## src/rtl/shrot_pkg.sv

```systemverilog
package shrot_pkg;
  localparam int unsigned DW = 8;
  localparam int unsigned OW = 3;
  typedef enum logic [OW-1:0] {
    OP_SHL = 3'd0,
    OP_SHR = 3'd1,
    OP_ROL = 3'd2,
    OP_ROR = 3'd3,
    OP_INC = 3'd4,
    OP_DEC = 3'd5,
    OP_NP6 = 3'd6,
    OP_NP7 = 3'd7
  } shrot_op_e;
  typedef struct packed {
    logic [DW-1:0] res;
    logic          cy;
  } shrot_out_t;
endpackage

```

## src/rtl/shrot_shift.sv

```systemverilog
module shrot_shift
  import shrot_pkg::*;
#(
  parameter int unsigned W = DW
) (
  input  logic [W-1:0] a_i,
  input  logic         cy_i,
  input  logic         left_i,
  input  logic         rot_i,
  output logic [W-1:0] res_o,
  output logic         cy_o
);
  logic fill;
  assign fill = rot_i & cy_i;
  always_comb begin
    if (left_i) begin
      res_o = {a_i[W-2:0], fill};
      cy_o  = a_i[W-1];
    end else begin
      res_o = {fill, a_i[W-1:1]};
      cy_o  = a_i[0];
    end
  end
endmodule

```

## src/rtl/shrot_step.sv

```systemverilog
module shrot_step #(
  parameter int unsigned W = 8
) (
  input  logic [W-1:0] a_i,
  input  logic         down_i,
  output logic [W-1:0] res_o
);
  // two's complement -1 is all ones; wraps mod 2^W
  assign res_o = a_i + (down_i ? {W{1'b1}} : W'(1));
endmodule

```

## src/rtl/shrot_unit.sv

```systemverilog
module shrot_unit
  import shrot_pkg::*;
#(
  parameter int unsigned W = DW
) (
  input  logic         clk_i,
  input  logic         rst_ni,
  input  logic         start_i,
  input  logic [2:0]   op_i,
  input  logic         mem_mode_i,
  input  logic [W-1:0] operand_i,
  input  logic         carry_i,
  output logic [W-1:0] result_o,
  output logic         carry_o,
  output logic         zero_o,
  output logic         neg_o,
  output logic         mem_wb_o,
  output logic         done_o
);
  localparam int unsigned MSB = W - 1;

  logic [W-1:0] sh_res, st_res, nx_res;
  logic         sh_cy, nx_cy;
  shrot_op_e    op;
  assign op = shrot_op_e'(op_i);

  shrot_shift #(.W(W)) u_shift (
    .a_i   (operand_i),
    .cy_i  (carry_i),
    .left_i(op == OP_SHL || op == OP_ROL),
    .rot_i (op == OP_ROL || op == OP_ROR),
    .res_o (sh_res),
    .cy_o  (sh_cy)
  );

  shrot_step #(.W(W)) u_step (
    .a_i   (operand_i),
    .down_i(op == OP_DEC),
    .res_o (st_res)
  );

  always_comb begin
    unique case (op)
      OP_SHL, OP_SHR, OP_ROL, OP_ROR: begin nx_res = sh_res;    nx_cy = sh_cy;   end
      OP_INC, OP_DEC:                 begin nx_res = st_res;    nx_cy = carry_i; end
      default:                        begin nx_res = operand_i; nx_cy = carry_i; end
    endcase
  end

  always_ff @(posedge clk_i or negedge rst_ni) begin
    if (!rst_ni) begin
      result_o <= '0;
      carry_o  <= 1'b0;
      zero_o   <= 1'b0;
      neg_o    <= 1'b0;
      mem_wb_o <= 1'b0;
      done_o   <= 1'b0;
    end else begin
      done_o <= start_i;
      if (start_i) begin
        result_o <= nx_res;
        carry_o  <= nx_cy;
        zero_o   <= (nx_res == '0);
        neg_o    <= nx_res[MSB];
        mem_wb_o <= mem_mode_i;
      end
    end
  end

  assert_shl_carry_R1: assert property (@(posedge clk_i) disable iff (!rst_ni)
    (start_i && op_i == 3'd0) |=> (carry_o == $past(operand_i[MSB])));
  assert_shr_carry_R2: assert property (@(posedge clk_i) disable iff (!rst_ni)
    (start_i && op_i == 3'd1) |=> (carry_o == $past(operand_i[0])));
  assert_rol_fill_R3: assert property (@(posedge clk_i) disable iff (!rst_ni)
    (start_i && op_i == 3'd2) |=> (result_o[0] == $past(carry_i)));
  assert_ror_fill_R4: assert property (@(posedge clk_i) disable iff (!rst_ni)
    (start_i && op_i == 3'd3) |=> (result_o[MSB] == $past(carry_i)));
  assert_step_keeps_carry_R5: assert property (@(posedge clk_i) disable iff (!rst_ni)
    (start_i && (op_i == 3'd4 || op_i == 3'd5)) |=> (carry_o == $past(carry_i)));
  assert_flags_R6: assert property (@(posedge clk_i) disable iff (!rst_ni)
    done_o |-> (zero_o == (result_o == '0)) && (neg_o == result_o[MSB]));
  assert_wb_echo_R7: assert property (@(posedge clk_i) disable iff (!rst_ni)
    start_i |=> (mem_wb_o == $past(mem_mode_i)));
  assert_done_pulse_R8: assert property (@(posedge clk_i) disable iff (!rst_ni)
    !start_i |=> !done_o && $stable(result_o) && $stable(carry_o));
endmodule

```

## config.mk

```make
export PLATFORM = sky130hd
export DESIGN_NAME = shrot_unit
export DESIGN_NICKNAME = d
export VERILOG_FILES = /design/src/rtl/shrot_pkg.sv /design/src/rtl/shrot_shift.sv /design/src/rtl/shrot_step.sv /design/src/rtl/shrot_unit.sv
export SDC_FILE = /design/constraint.sdc
export NUM_CORES = 1
export LEC_CHECK = 0
export ABC_AREA = 1
export BUFFER_PORTS_ARGS = -buffer_cell sky130_fd_sc_hd__buf_4
export CAP_MARGIN = 20
export CORE_MARGIN = 5
export CORE_UTILIZATION = 45
export DETAILED_ROUTE_END_ITERATION = 8
export PLACE_DENSITY = 0.75
export SLEW_MARGIN = 20
export SYNTH_ARGS = -nofsm -noshare
export SYNTH_HDL_FRONTEND = slang
export SYNTH_SLANG_ARGS = --single-unit
```

## constraint.sdc

```tcl
create_clock -name clk_i -period 1.68 [get_ports clk_i]
set_input_delay 0.336 -clock clk_i [delete_from_list [all_inputs] [get_ports clk_i]]
set_output_delay 0.336 -clock clk_i [all_outputs]
set_load 0.05 [all_outputs]
```

Word-level counts from Yosys, hierarchy flattened --
Cells that the tools add are included.
Cells by class: mux-type cells 5, order comparisons 0, eq/ne operators 5, reductions and logical operators 6, $mul 0, div/mod/pow operators 0, add/subtract/negate cells 1, shifts and indexed selects 0, bitwise gates (word level) 1
Operators by type and width (number):
- $mux 8 | 2
- $pmux 8 s2 | 1
- $add 8x8->8 | 1
- $logic_not 8->1 | 1
- $eq 3x2->1 const B | 2
- $eq 3x3->1 const B | 2
- $reduce_or 4->1 | 1
- $eq 3x1->1 const B | 1
- $logic_not 3->1 | 1
- $logic_or 1x1->1 | 2
- $mux 1 | 2
- $reduce_or 2->1 | 1
- $and 1x1->1 | 1
Word-level totals: latch bits 0, memory bits (read-only) 0, bits in registers 13, input port bits 16, RAM bits 0, memories 0

Longest topological paths before layout --
Gate-level depths: netlist of the first run.
word-level depth 6, gate-level depth with buffers 19, mapped depth without buffers 19

Cells and area by module --
Synthesis of the first run repeated with hierarchy kept, for this count alone.
Second synthesis, totals: cells, all modules 182, area total of the unflattened synthesis 1231.2 sq um
Modules (own cells, without submodules):
- shrot_unit | cells an instance 94, seq. area each 300.3 sq um, area an instance 769.5 sq um, instances 1
- shrot_step | cells an instance 59, seq. area each 0.0 sq um, area an instance 337.8 sq um, instances 1
- shrot_shift | cells an instance 29, seq. area each 0.0 sq um, area an instance 123.9 sq um, instances 1

Worst setup path before layout of the first run --
Ideal clock, no wire load.
path type input -> register, from in op_i[2], to reg zero_o, stages 14, setup time 0.066 ns, path buffers 1, required time 1.614 ns, data arrival time 1.614 ns, path slack 0.000 ns, cells stage by stage buf_2 nand4_1 nand2_1 inv_1 ha_1 o22ai_1 nor2_1 nor2_1 nand2_1 nor2_1 nand2_1 nor2_1 nand3_1 nand2_1
On the way: cells in the longest elaborated chain, start to end 6
Ends and longest elaborated chain:
- start: declaration | line shrot_unit.sv:9 | input logic [2:0] op_i,
- branches (longest 4 deep; another with $add 8x8->8)
- $pmux 8 s2 (*) | line shrot_unit.sv:43 | unique case (op)
- $logic_not 8->1 (*) | line shrot_unit.sv:63 | zero_o <= (nx_res == '0);
- end signal: assignment | line shrot_unit.sv:63
- end: declaration | line shrot_unit.sv:15 | output logic zero_o,
Mark *: on every way between the ends. A chain may end at the register's enable or synchronous reset.

Worst setup path in the final report of the first run --
from in op_i[1], to reg zero_o
Same word-level chain as after synthesis.

==> results of run 1 <==
==> logic make-up (layout without fill, tap and decap cells) <==
| kind of cell | count (synthesis) | in the layout | share of synthesized area |
|---|---|---|---|
| adders and majority gates | 1 | 1 | 0.0120 |
| and+or+nand+nor | 90 | 90 | 0.350 |
| buffers and inverters | 30 | 83 | 0.116 |
| xor gates and xnor gates | 1 | 1 | 0.0156 |
| AOI/OAI and AO/OA | 42 | 42 | 0.219 |
| DFF | 12 | 12 | 0.287 |
==> worst reg2reg max path: stages, from the launching register on <==
cell and delay (ns):
dfrtp_1 0.38, o21ai_0 0.14, inv_1 0.06
==> layout make-up <==
type                       count  area [sq um]
multi-input combinational    134           708
fill                         192           621
sequential                    12           300
tap                           28          35.0
clock buffer                   4          36.3
inverter                      24          92.6
timing repair buffer          55           419
==> routing by layer <==
| metal | routed length, um | track usage |
|---|---|---|
| met5 | 0 | 0 |
| met4 | 45 | 0.0728 |
| met3 | 204 | 0.0223 |
| met2 | 1650 | 0.329 |
| met1 | 1400 | 0.235 |
==> registers in the layout, summed over array words and instances (netlist names) <==
register  flops
carry_o       1
done_o        1
mem_wb_o      1
zero_o        1
result_o      8
==> synthesized netlist by cell type <==
cell,count
o211ai_1,2
nand4_1,1
inv_2,2
a21oi_1,17
o22ai_1,1
ha_1,1
dfrtp_1,12
o21ai_0,16
clkbuf_1,3
nand3_2,1
buf_4,2
nor2_2,1
nor2_1,14
nand3_1,13
o21ai_1,2
nand2_1,60
a31oi_1,2
xor2_2,1
buf_2,1
a41o_1,2
inv_1,22
==> power by group <==
| part | internal (uW) | switching [uW] | total, uW |
|---|---|---|---|
| clock | 132 | 102 | 234 |
| sequential | 319 | 17.1 | 336 |
| combinational | 183 | 312 | 495 |
==> through the flow <==
stage                     setup TNS (ns)  setup slack (ns)
after detailed placement          -0.479            -0.204
after global routing              -0.130            -0.111
final                                  0            0.0337
after floorplan                        0          0.000430
after global placement            -0.302            -0.177
after CTS                              0            0.0440
==> worst min path at each step <==
stage / cells after the start / end / startpoint
2_1_floorplan: 0 / carry_o$_DFFE_PN0P_ / rst_ni
3_3_place_gp: 1 / mem_wb_o$_DFFE_PN0P_ / rst_ni
3_5_place_dp: 1 / done_o$_DFF_PN0_ / rst_ni
4_1_cts: 1 / done_o$_DFF_PN0_ / start_i
5_1_grt: 1 / done_o$_DFF_PN0_ / start_i
6_report: 1 / done_o$_DFF_PN0_ / start_i
==> repair_timing <==
| item | 4_1_cts | 5_1_grt |
|---|---|---|
| setup buffers | 0 | 5 |
| resized for setup | 0 | 26 |
| hold buffers | 1 | 0 |
| hold endpoints to repair | 12 | 0 |
| endpoints found under the setup margin | 0 | 3 |
==> flow_summary_export.csv, run 1 <==
group,metric,value,unit
drt,wl,3300,um
setup_path,start_kind,"input pin",
setup_path,arrival,1.86,ns
drt,ant_nets,0,
cts,clk_pin_slew_worst_paths,0.08,ns
finish,final_cell_mix,"nand2_1, buf_4, inv_1, o21ai_0, a21oi_1",
power_and_ir_drop,ir_drop,0.000566,V
synth,ys_warn_count,0,
synth,synth_cell_types,21,
setup_path,crit_path_end_kind,"flip-flop",
placement,placed_cells,247,
synth,synth_area_leaders,"dfrtp_1, nand2_1, a21oi_1, inv_1, o21ai_0",
timing,fmax,607,MHz
grt,grt_max_degree,13,
placement,io_buffers,28,
cts,cts.sinks,12,
cts,worstSkewPairLatency,0.28,ns
power_and_ir_drop,p_leak,0.000857,uW
setup_path,crit_end,"zero_o$_DFFE_PN0P_",
setup_path,slowest_stage,"nor2_1",
min_path,hold_class,"in -> reg",
finish,final_core_util,0.719,
cts,tritoncts,"yes",
cts,cts_made_buffers,3,
synth,synth.top_cell.area_share,0.287,
finish,layout_commonest_cell,"nand2_1",
grt,grt_pass1_wl,5000,um
drt,route.detailed.drc,0,
drt,drtPass1Iterations,4,
synth,syn_inst,176,
synth,syn_area_per_cell,5.94,sq um
setup_path,crit_type,"in -> reg",
grt,grt_pass1_vias,1159,
finish,finalInstanceArea,1590,sq um
flow_run,max_cap_viol_count,0,
floorplan,core,2210,sq um
grt,grt-ovfl-total,0,
floorplan,io_pins,29,
floorplan,die_w,58.2,um
synth,synth-seq-cells,12,
synth,synth_nets,193,
setup_path,worstReg2RegEnd,"result_o[0]$_DFFE_PN0P_",
timing,hold_slack,0.252,ns
placement,placed_area,1420,sq um
setup_path,r2r_start,"result_o[0]$_DFFE_PN0P_",
floorplan,fp-row-count,17,
setup_path,rrSetupSlack,0.99,ns
power_and_ir_drop,power_per_cell_area,669,nW/um^2
setup_path,crit_required,1.90,ns
setup_path,startpoint,"op_i[1]",
setup_path,critPathBufInv,4,
drt,detail_route.iter0.violations,54,
timing,worst_pin_slew,0.402,ns
grt,grt_usage,0.189,
finish,num-nets-final,247,
timing,maxSlewViolCount,0,
synth,synth_seq_area_share,0.287,
finish,syn_to_final_growth,52.3,%
drt,vias,1380,
cts,cts_max_level,1,
timing,finalHoldViolCount,0,
setup_path,path_cells,"buf_6 > inv_4 > nand4_1 > nand2_2 > inv_2 > ha_4 > inv_1 > nand2_2 > nand3_2 > nand3_2 > nand2_1 > nor2_1 > nor2_1 > nand2_1 > nor2_2 > nand3_2 > nand2_1",
cts,cts-root-buf,"clkbuf_4",
timing,period_minus_slack,1.65,ns
timing,report.final.setup_viol,0,
finish,finalNonFillerCells,257,
cts,clk_path_buf_depth,2,
synth,synth_area_leader_cell,"dfrtp_1",
placement,routabilityCongestion,0.876,
drt,post_drt_wl_per_cell,12.8,um
outcome,outcome,"complete, no violations",
timing,fin_worst_skew,0,ns
floorplan,start_util,0.472,
timing,relSlewSlack,0.729,
power_and_ir_drop,finalPower,1070,uW
setup_path,worstRegToRegCells,2,
drt,viasPerCell,5.37,
floorplan,fp.dieH,58.2,um
grt,antenna_found_initial,0,
synth,synthesis.area,1040,sq um
setup_path,cp_top_family,"simple AND/OR/NAND/NOR gates",
timing,post-route-period-util,0.980,
setup_path,worstSetupPathDepth,17,
setup_path,crit_path_max_fanout,3,
floorplan,die_area,3390,sq um
placement,hpwl,2470,um
finish,drive_gt1_frac,0.371,
setup_path,cpPeakStageDelay,0.15,ns
finish,antenna_cells,0,
No activity file was read; power rests on OpenSTA's default activity.
==> run 2: changes to the inputs <==
--- a/config.mk
+++ b/config.mk
@@ -5,7 +5,6 @@
 export SDC_FILE = /design/constraint.sdc
 export NUM_CORES = 1
 export LEC_CHECK = 0
-export ABC_AREA = 1
 export BUFFER_PORTS_ARGS = -buffer_cell sky130_fd_sc_hd__buf_4
 export CAP_MARGIN = 20
 export CORE_MARGIN = 5
==> constraint.sdc (replaced) <==
create_clock -name clk_i -period 1.68 [get_ports clk_i]
set_input_delay 0.168 -clock clk_i [delete_from_list [all_inputs] [get_ports clk_i]]
set_output_delay 0.168 -clock clk_i [all_outputs]
set_load 0.05 [all_outputs]
==> run 2 against run 1 <==
The flow now finishes with violations (setup timing). Worst hold slack worse by 0.13 ns. Clock power down 2%. Critical endpoint unchanged. Critical path type unchanged. Sequential share of layout area increased by 0.50 points. Fmax fell by 20%. Setup slack got worse by 0.40 ns. Die area rose by 1.6%. Register-to-register slack lost 0.07 ns. Clock-buffer cell count stayed put. Highest routed layer unchanged.
==> flow_summary_export.csv, run 2 <==
group,metric,value,unit
outcome,outcome,"finished, violations left",
outcome,failed_checks,"setup timing",
drt,vias,1079,
synth,syn_inst,118,
floorplan,die_w,58.6,um
timing,relSlewSlack,0.779,
synth,synth.top_cell.area_share,0.282,
drt,drtPass1Iterations,4,
grt,grt_max_degree,28,
min_path,whs_endpoint,"done_o$_DFF_PN0_",
placement,io_buffers,28,
cts,worstSkewPairLatency,0.27,ns
drt,post_drt_wl_per_cell,15.9,um
setup_path,path_cells,"buf_6 > and3b_2 > xor2_1 > ha_2 > or3b_4 > a21oi_2 > xnor2_1 > a21oi_1 > or3b_1 > o41ai_2",
min_path,worstHoldStart,"start_i",
cts,cts-root-buf,"clkbuf_4",
placement,hpwl,2130,um
synth,yosysMostFrequentCell,"dfrtp_1",
synth,syn_area_per_cell,9.02,sq um
floorplan,die_area,3440,sq um
timing,finalHoldViolCount,0,
finish,finalNonFillerCells,188,
synth,synth_ff_type,"dfrtp_1",
setup_path,worstReg2RegEnd,"mem_wb_o$_DFFE_PN0P_",
finish,multiInputGateArea,763,sq um
cts,clk_path_buf_depth,2,
synth,synth_area_leaders,"dfrtp_1, mux2_2, a21oi_1, mux2i_1, buf_2",
timing,fmax,488,MHz
finish,final_cell_mix,"buf_4, dfrtp_1, a21oi_1, mux2_2, buf_6",
setup_path,start_kind,"input pin",
setup_path,crit_path_max_fanout,2,
synth,ys_warn_count,0,
synth,synth_nets,135,
setup_path,r2r_start,"mem_wb_o$_DFFE_PN0P_",
flow_run,max_cap_viol_count,0,
synth,synthesis.area,1060,sq um
grt,antenna_found_initial,0,
synth,synth_seq_area_share,0.282,
synth,synth_common_cells,"dfrtp_1, a21oi_1, mux2_2",
setup_path,critPathBufInv,1,
floorplan,start_util,0.477,
cts,cts_max_level,1,
finish,syn_to_final_growth,45.6,%
cts,clk_pin_slew_worst_paths,0.08,ns
finish,drive_gt1_frac,0.475,
grt,grt-ovfl-total,0,
grt,grt_pass1_wl,4960,um
timing,maxSlewViolCount,0,
setup_path,crit_required,1.85,ns
finish,num-nets-final,178,
synth,synth-seq-cells,12,
finish,antenna_cells,0,
timing,fin_worst_skew,0,ns
floorplan,core,2230,sq um
cts,tritoncts,"yes",
synth,synth_edf_count,0,
min_path,hold_depth,1,
grt,grt_pass1_vias,1029,
setup_path,slowest_stage,"or3b_4",
timing,post-route-period-util,1.22,
cts,cts_made_buffers,3,
placement,place_ws,-0.695,ns
setup_path,crit_path_end_kind,"flip-flop",
placement,placed_cells,180,
floorplan,fp-row-count,17,
drt,ant_nets,0,
power_and_ir_drop,finalPower,1070,uW
floorplan,fp.dieH,58.6,um
drt,route.detailed.drc,0,
placement,routabilityCongestion,0.879,
drt,detail_route.iter0.violations,30,
finish,layout_commonest_cell,"buf_4",
setup_path,rrSetupSlack,0.92,ns
min_path,hold_class,"in -> reg",
finish,largest_register_ffs,8,
timing,report.final.setup_viol,3,
power_and_ir_drop,power_per_cell_area,692,nW/um^2
floorplan,io_pins,29,
cts,cts.sinks,12,
finish,regArea,300,sq um
setup_path,cp_top_family,"simple AND/OR/NAND/NOR gates",
timing,layout_setup_ws,-0.371,ns
timing,period_minus_slack,2.05,ns
drt,wl,2990,um
finish,fill_cells,178,
setup_path,crit_type,"in -> reg",
setup_path,cpPeakStageDelay,0.38,ns
setup_path,worstRegToRegCells,1,
synth,synth_area_leader_cell,"dfrtp_1",
synth,synthArstFlopShare,1.00,
drt,viasPerCell,5.74,
power_and_ir_drop,ir_drop,0.000834,V
synth,synth_cell_types,42,
timing,grt_setup_unrepaired,"true",
grt,grt_usage,0.187,
finish,top_register,"result_o",
setup_path,arrival,2.22,ns
power_and_ir_drop,p_leak,0.000662,uW
timing,worst_pin_slew,0.329,ns
run 2: cell types whose count changed after synthesis, moves of 5 or more:
cell	previous run	this run
nand3_1	13	2
a21oi_1	17	9
nor2_1	14	7
inv_1	22	2
mux2_2	0	9
o21ai_0	16	2
nor3_1	0	5
nand2_1	60	3
buf_2	1	7
nor2b_1	0	5
run 2: logic make-up (layout without fill, tap and decap cells):
family,after synthesis,count (layout),synth area share
muxes,13,13,0.133
AOI/OAI and AO/OA,26,26,0.172
DFF,12,12,0.282
and+or+nand+nor,45,45,0.276
adders and majority gates,1,1,0.0117
xor gates and xnor gates,7,7,0.0576
buffers and inverters,14,56,0.0682
run 2: area by class of cell:
class / count / share of cell area
inverter: 2 / 0.00484
sequential: 12 / 0.194
tap: 28 / 0.0226
timing repair buffer: 50 / 0.263
clock buffer: 4 / 0.0234
multi-input combinational: 92 / 0.492
run 2: worst max path at each step:
stage,startpoint,endpoint,slack [ns],cells past startpoint
floorplan,op_i[2],zero_o$_DFFE_PN0P_,-0.46,9
global placement,op_i[2],zero_o$_DFFE_PN0P_,-0.58,10
detailed placement,op_i[2],zero_o$_DFFE_PN0P_,-0.70,10
CTS,op_i[2],zero_o$_DFFE_PN0P_,-0.37,10
global route,op_i[2],zero_o$_DFFE_PN0P_,-0.42,10
finish,op_i[2],zero_o$_DFFE_PN0P_,-0.37,10
run 2: what timing repair did:
item	in CTS	in global routing
endpoints found under the setup margin	3	5
pin swaps	7	7
resized for setup	12	8
buffers inserted	2	2
hold buffers	1	0
hold endpoints to repair	12	0
run 2: through the flow:
stage | instance area (sq um) | utilization | hold WS [ns] | TNS [ns]
floorplan | 1070 | - | -0.128 | -0.694
global placement | 1390 | 0.622 | 0.0108 | -1.61
detailed placement | 1390 | 0.622 | 0.0167 | -1.88
CTS | 1510 | 0.674 | 0.111 | -0.651
global route | 1550 | 0.694 | 0.105 | -0.808
finish | 1550 | 0.694 | 0.120 | -0.592
run 2: report_power, final:
group / leakage, uW / switching, uW / internal (uW)
sequential: 0.000141 / 18.8 / 324
clock: 0.0000210 / 97.6 / 132
combinational: 0.000499 / 297 / 203
run 2: per-layer routing:
metal	wire length, um	part of all wire	track usage
met5	0	0	0
met4	16	0.0053	0.0356
met2	1690	0.56	0.344
met3	92	0.031	0.0395
met1	1200	0.40	0.222
==> run 3: changes to the inputs <==
==> constraint.sdc (replaced) <==
create_clock -name clk_i -period 2.25 [get_ports clk_i]
set_input_delay 0.225 -clock clk_i [delete_from_list [all_inputs] [get_ports clk_i]]
set_output_delay 0.225 -clock clk_i [all_outputs]
set_load 0.05 [all_outputs]
==> run 3 against run 2 <==
The run now ends clean. Clock skew is the same. Global-route usage fell by 2.3 points. Non-clock buffer count is 14 lower. Largest cell class unchanged. Combinational power is 33% lower. Cell count decreased by 7.4%. Utilization is 8.7 points lower. Design area fell by 13%. Clock-buffer cell count unchanged. Critical path depth is the same. Critical path type unchanged. Power fell by 29%. Critical endpoint unchanged. Via count is 7.8% lower.
==> flow_summary_export.csv, run 3 (synthesis results as in run 2) <==
group,metric,value,unit
outcome,outcome,"complete, no violations",
cts,clk_path_buf_depth,2,
grt,grt-ovfl-total,0,
setup_path,crit_required,2.42,ns
timing,post-route-period-util,0.949,
finish,layout_commonest_cell,"buf_4",
setup_path,rrSetupSlack,1.48,ns
flow_run,max_cap_viol_count,0,
setup_path,worstRegToRegCells,1,
setup_path,cp_top_family,"simple AND/OR/NAND/NOR gates",
finish,finalNonFillerCells,174,
timing,worst_pin_slew,0.394,ns
power_and_ir_drop,p_leak,0.000575,uW
setup_path,crit_path_max_fanout,2,
finish,largest_register_ffs,8,
drt,detail_route.iter0.violations,28,
drt,wl,2590,um
timing,maxSlewViolCount,0,
finish,top_register,"result_o",
power_and_ir_drop,ir_drop,0.000528,V
finish,drive_gt1_frac,0.377,
setup_path,path_cells,"buf_4 > and3b_1 > xor2_1 > ha_2 > or3b_4 > a21oi_2 > xnor2_1 > a21oi_1 > or3b_1 > o41ai_2",
power_and_ir_drop,power_per_cell_area,557,nW/um^2
floorplan,io_pins,29,
placement,place_ws,-0.199,ns
setup_path,arrival,2.30,ns
finish,fill_cells,207,
placement,placed_cells,168,
cts,cts.sinks,12,
finish,syn_to_final_growth,27.4,%
floorplan,die_area,3440,sq um
drt,post_drt_wl_per_cell,14.9,um
setup_path,crit_path_end_kind,"flip-flop",
finish,num-nets-final,164,
drt,route.detailed.drc,0,
finish,final_cell_mix,"buf_4, dfrtp_1, mux2_2, a21oi_1, nor2_1",
floorplan,die_w,58.6,um
placement,routabilityCongestion,0.832,
floorplan,fp.dieH,58.6,um
drt,vias,995,
cts,cts_made_buffers,3,
setup_path,critPathBufInv,1,
grt,grt_max_degree,28,
cts,worstSkewPairLatency,0.26,ns
drt,drtPass1Iterations,4,
drt,viasPerCell,5.72,
setup_path,slowest_stage,"or3b_4",
timing,relSlewSlack,0.735,
timing,tns,0,ns
setup_path,start_kind,"input pin",
grt,grt_usage,0.163,
timing,period_minus_slack,2.13,ns
grt,antenna_found_initial,0,
drt,ant_nets,0,
setup_path,cpPeakStageDelay,0.37,ns
min_path,hold_class,"in -> reg",
floorplan,start_util,0.477,
placement,hpwl,1900,um
finish,regArea,300,sq um
floorplan,fp-row-count,17,
grt,grt_pass1_vias,986,
cts,clk_pin_slew_worst_paths,0.07,ns
floorplan,core,2230,sq um
setup_path,crit_type,"in -> reg",
setup_path,worstSetupPathDepth,10,
timing,finalHoldViolCount,0,
min_path,hold_depth,1,
timing,report.final.setup_viol,0,
cts,cts_max_level,1,
timing,layout_setup_ws,0.116,ns
placement,io_buffers,28,
timing,fmax,469,MHz
grt,grt_pass1_wl,4400,um
finish,antenna_cells,0,
timing,fin_worst_skew,0,ns
cts,tritoncts,"yes",
cts,cts-root-buf,"clkbuf_4",
finish,multiInputGateArea,701,sq um
==> run 3: what timing repair did <==
action | in CTS | in global routing
buffers inserted | 0 | 1
setup endpoints to repair | 0 | 1
hold buffers | 1 | 0
endpoints found under the hold margin | 12 | 0
gates resized for setup | 0 | 2
==> run 3: final timing paths <==
path                                          from                 endpoint
max                                        op_i[0]       zero_o$_DFFE_PN0P_
min                                        start_i         done_o$_DFF_PN0_
max reg2reg                result_o[1]$_DFFE_PN0P_  result_o[1]$_DFFE_PN0P_
min reg2reg                result_o[4]$_DFFE_PN0P_  result_o[4]$_DFFE_PN0P_
max in group asynchronous                   rst_ni  result_o[6]$_DFFE_PN0P_
min in group asynchronous                   rst_ni       zero_o$_DFFE_PN0P_
==> run 3: where the power goes <==
group          internal (uW)  switching, uW
registers                242           14.3
clock network           98.3           68.5
logic                    126            206
total                    467            289
==> run 3: cell type report <==
| cell class | instances | share of cell area |
|---|---|---|
| Clock buffer | 4 | 0.0268 |
| Inverter | 2 | 0.00554 |
| Multi-Input combinational cell | 92 | 0.517 |
| Sequential cell | 12 | 0.221 |
| Tap cell | 28 | 0.0258 |
| Timing Repair Buffer | 36 | 0.204 |
==> run 3: through the flow <==
| step | area (sq um) | hold WS (ns) | total power, uW | utilization |
|---|---|---|---|---|
| 2_1_floorplan | 1070 | -0.0706 | 484 | - |
| 3_3_place_gp | 1300 | 0.0673 | 583 | 0.580 |
| 3_5_place_dp | 1300 | 0.0722 | 589 | 0.580 |
| 4_1_cts | 1340 | 0.161 | 763 | 0.601 |
| 5_1_grt | 1360 | 0.156 | 805 | 0.607 |
| 6_report | 1360 | 0.175 | 756 | 0.607 |
==> run 3: routing by layer <==
metal / up-vias / GRT usage / share of wire
met4: 0 / 0.0421 / 0
li1: 491 / - / -
met5: - / 0 / 0
met3: 0 / 0.0329 / 0.037
met1: 478 / 0.194 / 0.39
met2: 26 / 0.298 / 0.57
